File: src/rtl/rule_engine_alloc.sv
module rule_engine_alloc #(
  parameter int ENGINES = 32,
  parameter int RULE_W  = 12,
  parameter int PKT_W   = 8,
  localparam int EW     = (ENGINES > 1) ? $clog2(ENGINES) : 1
) (
  input  logic               clk,
  input  logic               rst_n,
  input  logic               pkt_start,
  input  logic [PKT_W-1:0]   pkt_id,
  input  logic               cand_valid,
  input  logic [RULE_W-1:0]  cand_rule,
  input  logic [ENGINES-1:0] eng_release,
  output logic [ENGINES-1:0] eng_busy,
  output logic               asg_valid,
  output logic [EW-1:0]      asg_engine,
  output logic [RULE_W-1:0]  asg_rule,
  output logic               ovf_flag,
  output logic [PKT_W-1:0]   ovf_pkt_id
);

  logic [ENGINES-1:0] busy_q;
  logic [ENGINES-1:0] avail;
  logic [ENGINES-1:0] grant;
  logic [EW-1:0]      pick;
  logic [PKT_W-1:0]   cur_id;
  logic               any_free;
  logic               overflow;

  assign avail    = ~busy_q | eng_release;
  assign any_free = |avail;
  assign overflow = cand_valid && !any_free;
  assign eng_busy = busy_q;

  always_comb begin
    pick = '0;
    for (int i = ENGINES - 1; i >= 0; i--)
      if (avail[i]) pick = EW'(i);
  end

  always_comb begin
    grant = '0;
    if (cand_valid && any_free) grant[pick] = 1'b1;
  end

  always_ff @(posedge clk) begin
    if (!rst_n) begin
      busy_q     <= '0;
      asg_valid  <= 1'b0;
      asg_engine <= '0;
      asg_rule   <= '0;
      ovf_flag   <= 1'b0;
      ovf_pkt_id <= '0;
      cur_id     <= '0;
    end else begin
      busy_q    <= (busy_q & ~eng_release) | grant;
      asg_valid <= cand_valid && any_free;
      if (cand_valid && any_free) begin
        asg_engine <= pick;
        asg_rule   <= cand_rule;
      end
      if (pkt_start) cur_id <= pkt_id;
      if (overflow && (pkt_start || !ovf_flag)) begin
        ovf_flag   <= 1'b1;
        ovf_pkt_id <= pkt_start ? pkt_id : cur_id;
      end else if (pkt_start) begin
        ovf_flag <= 1'b0;
      end
    end
  end

endmodule

File: config.mk
export PLATFORM = sky130hd
export DESIGN_NAME = rule_engine_alloc
export DESIGN_NICKNAME = d
export VERILOG_FILES = /design/src/rtl/rule_engine_alloc.sv
export SDC_FILE = /design/constraint.sdc
export NUM_CORES = 1
export LEC_CHECK = 0
export BUFFER_PORTS_ARGS = -buffer_cell sky130_fd_sc_hd__buf_2
export CORE_UTILIZATION = 50
export DETAILED_ROUTE_END_ITERATION = 8
export PLACE_DENSITY = 0.8
export SYNTH_ARGS = -nofsm -noshare
export SYNTH_HDL_FRONTEND = slang
export SYNTH_SLANG_ARGS = --single-unit
File: constraint.sdc
create_clock -name clk -period 2.4 [get_ports clk]
set_input_delay 0.48 -clock clk [delete_from_list [all_inputs] [get_ports clk]]
set_output_delay 0.48 -clock clk [all_outputs]
set_load 0.02 [all_outputs]
==> impl_results.md <==
* CTS Buffer Depth at 2
* Crit end category: register
* Clock sinks at 67
* Compound-Gate Fraction of Synth Area at 18.1%
* DRC at 0
* MaxCap Viol Count at 0
* Crit Path Class: reg2reg
* Switching Power at 0.000553 W
* Sequential power share at 52.3%
* # hold bufs at CTS at 0
* Internal power at 0.00164 W
* Setup Buffers After CTS at 0
* Largest net degree at the start of global routing at 45
* DRT Pass-1 Iters at 4
* Final setup violation count at 0
* Number of synthesized flops with an enable pin at 0
* Launch point of the worst reg-to-reg path: eng_busy[17]$_SDFF_PN0_
* CP Launch Type: register
* Nets at 520
* Sw frac at 25.2%
* Root Buffer: clkbuf_8
* Die Wd at 81.8 um
* Clock Power Share at 39.6%
* Final period util at 88.7%
* Fillcell total at 517
* Largest family of logic cells by synthesized area: simple AND/OR/NAND/NOR gates
* Area delta synth->final at 26.2%
* First-pass GRT wire length at 13,000 um
* Crit Path Max Fanout at 6
* GPL Wtd Cong at 0.887
* Share of cells above drive strength 1 at 35.0%
* WL/cell at 15.2 um
* Peak supply drop at 0.389 mV
* Post-Route Setup TNS at 0 ns
* Die H at 81.8 um
* RSZ-0062 raised after global routing: false
* PortBufs at 114
* Hold WC Path Type: in2reg
* Routed vias at 3,073
* Worst slew pin tran at 0.924 ns
* Post-CTS sizing at 0
* Placed wire-length estimate at 6290 um
* Ports at 115
* FF+latch count, synth at 67
* Slew Limit Fails at 0
* Synth unique cells at 50
* Die area at 0.00669 mm2
* Synth Area in Adders at 0%
* Mux contribution to synthesized area at 6.29%
* Register area share after synthesis at 42.2%
* H-Tree Depth at 3
* Crit path launch: eng_busy[17]$_SDFF_PN0_
* FP Rows at 28
* Total grt overflow at 0
* Pwr dens at 546 mW/mm2
* Starting density of the core at 52.8%
* Hold path startpoint: cand_rule[0]
* Synth Area in Simple Gates at 30.3%
* Final hold violation count at 0
* DRT iter0 DRCs at 197
* Ys flop type: dfxtp_1
* Total Wirelength at 8250 um
* CTS tree: yes
* Syn Inst Count at 348
* Ant. Diodes at 0
* Status: completed
* Crit path required time at 2.65 ns
* Post-Syn Area at 0.00318 mm2
* XOR/XNOR Fraction of Synth Area at 0%
* Leakage Power at 1.75 nW
* Clock-pin transition on the worst setup and hold timing paths at 0.07 ns
* CTS buffer count at 9
* Core area at 0.00603 mm2
* Synthesized area per cell at 9.14 um2
* GRT Util Overall at 26.1%
* Clock skew at 0.00885 ns
* Asr flop ratio synth at 0%
* Via/cell ratio at 5.65
* FMAX at 0.470 GHz
* Layout Utilization at 66.6%
* Syn_nets at 404
* Initial antenna violation count at 0
* Clk Latency, worst-skew pair at 0.35 ns
* Vias in the first global route at 2,877
* Critical path arrival at 2.38 ns
* Synth warn at 0
* Min Tclk post-route at 2.13 ns
* ANT nets after route at 0
* Worst slew margin at 38.1%
* Comb power frac at 8.2%
## worst paths after layout
| path | endpoint | slack [ns] | cells after the start |
|---|---|---|---|
| setup reg to reg | eng_busy[10]$_SDFF_PN0_ | 0.27 | 6 |
| hold / removal | asg_rule[0]$_SDFFE_PN0P_ | 0.36 | 3 |
| hold reg to reg | asg_engine[4]$_SDFFE_PN0P_ | 0.46 | 2 |
| setup / recovery | eng_busy[10]$_SDFF_PN0_ | 0.27 | 6 |
## flip-flops by register name (all words and copies together) (netlist names)
name        count
ovf_flag        1
asg_rule       12
cur_id          8
asg_engine      5
eng_busy       32
ovf_pkt_id      8
asg_valid       1
## worst max-delay path, stage by stage (launching register included)
cell       delay, ns
dfxtp_1         0.33
and4bb_2        0.28
a2111oi_0       0.57
a211oi_2        0.11
o21ai_2         0.19
nand2_1         0.22
o31ai_1         0.33
## power by group through the flow
stage               clock network [W]  registers, W  logic [W]
CTS                          0.000874       0.00115   0.000181
finish                       0.000867       0.00115   0.000179
detailed placement                  0       0.00117   0.000180
global route                 0.000925       0.00115   0.000196
floorplan                           0       0.00119  0.0000786
global placement                    0       0.00117   0.000175
## cell usage in the layout, fill, tap and decap left out, types with 2 or more instances in the layout
cell and n:
nand3b_1 2, buf_4 5, o22ai_1 2, o21ai_0 13, nand2_1 33, nand4_1 4, a21oi_1 11, and3_1 2
o32ai_1 2, o211ai_1 5, nor2_1 41, buf_2 114, dfxtp_1 67, o21ai_1 2, o31ai_1 17, a21o_1 2
clkbuf_8 11, nand3_1 5, or2_2 3, inv_1 7, and4bb_2 16, a211oi_1 6, o21a_1 4, nand4bb_1 3
a32o_1 4, a211oi_2 3, nand2b_1 14, clkinv_2 4, nor2b_1 24, mux2i_1 20
## kinds of logic (layout without fill, tap and decap cells)
group,after synthesis,in the layout
AOI/OAI and AO/OA,80,80
buffers and inverters,23,144
DFF,67,67
muxes,20,20
and+or+nand+nor,158,158
## area by class of cell
| cell class | count | area (um2) | share of cell area (%) |
|---|---|---|---|
| clock buffers | 11 | 151 | 3.77 |
| clock inverters | 5 | 27.5 | 0.686 |
| inverters | 8 | 30.0 | 0.748 |
| multi-input cells | 258 | 1740 | 43.4 |
| flip-flops and latches | 67 | 1340 | 33.4 |
| well taps | 75 | 93.8 | 2.34 |
| repair buffers | 120 | 628 | 15.6 |
## through the flow
| stage | setup WS (ns) | cells | hold WS (ns) | instance area (um2) | power [W] |
|---|---|---|---|---|---|
| after floorplan | 0.364 | 348 | 0.456 | 3180 | 0.00127 |
| after global placement | 0.0791 | 528 | 0.445 | 3830 | 0.00135 |
| after detailed placement | 0.0100 | 528 | 0.449 | 3830 | 0.00135 |
| after CTS | 0.273 | 544 | 0.357 | 4010 | 0.00220 |
| after global routing | 0.0547 | 544 | 0.380 | 4010 | 0.00227 |
| final | 0.272 | 544 | 0.362 | 4010 | 0.00219 |
## routing by layer
layer,vias to the layer above,GRT usage [%],routed length (um)
met2,131,41.9,3870
met1,1429,31.3,3490
met5,-,0,0
li1,1494,-,-
met3,19,7.00,673
met4,0,14.6,215
## cells in the mapped netlist, types with 6 or more instances
cell      count  area (um2)
o21ai_0      13        65.1
clkbuf_1     10        37.5
dfxtp_1      67        1340
nand2_1      33         124
and4bb_2     16         200
o31ai_1      17         128
nor2b_1      25         156
mux2i_1      20         200
inv_1         7        26.3
a211oi_1      6        45.0
a21oi_1      11        55.1
nand2b_1     14        87.6
nor2_1       41         154
Power figures use the tool's default switching activity.
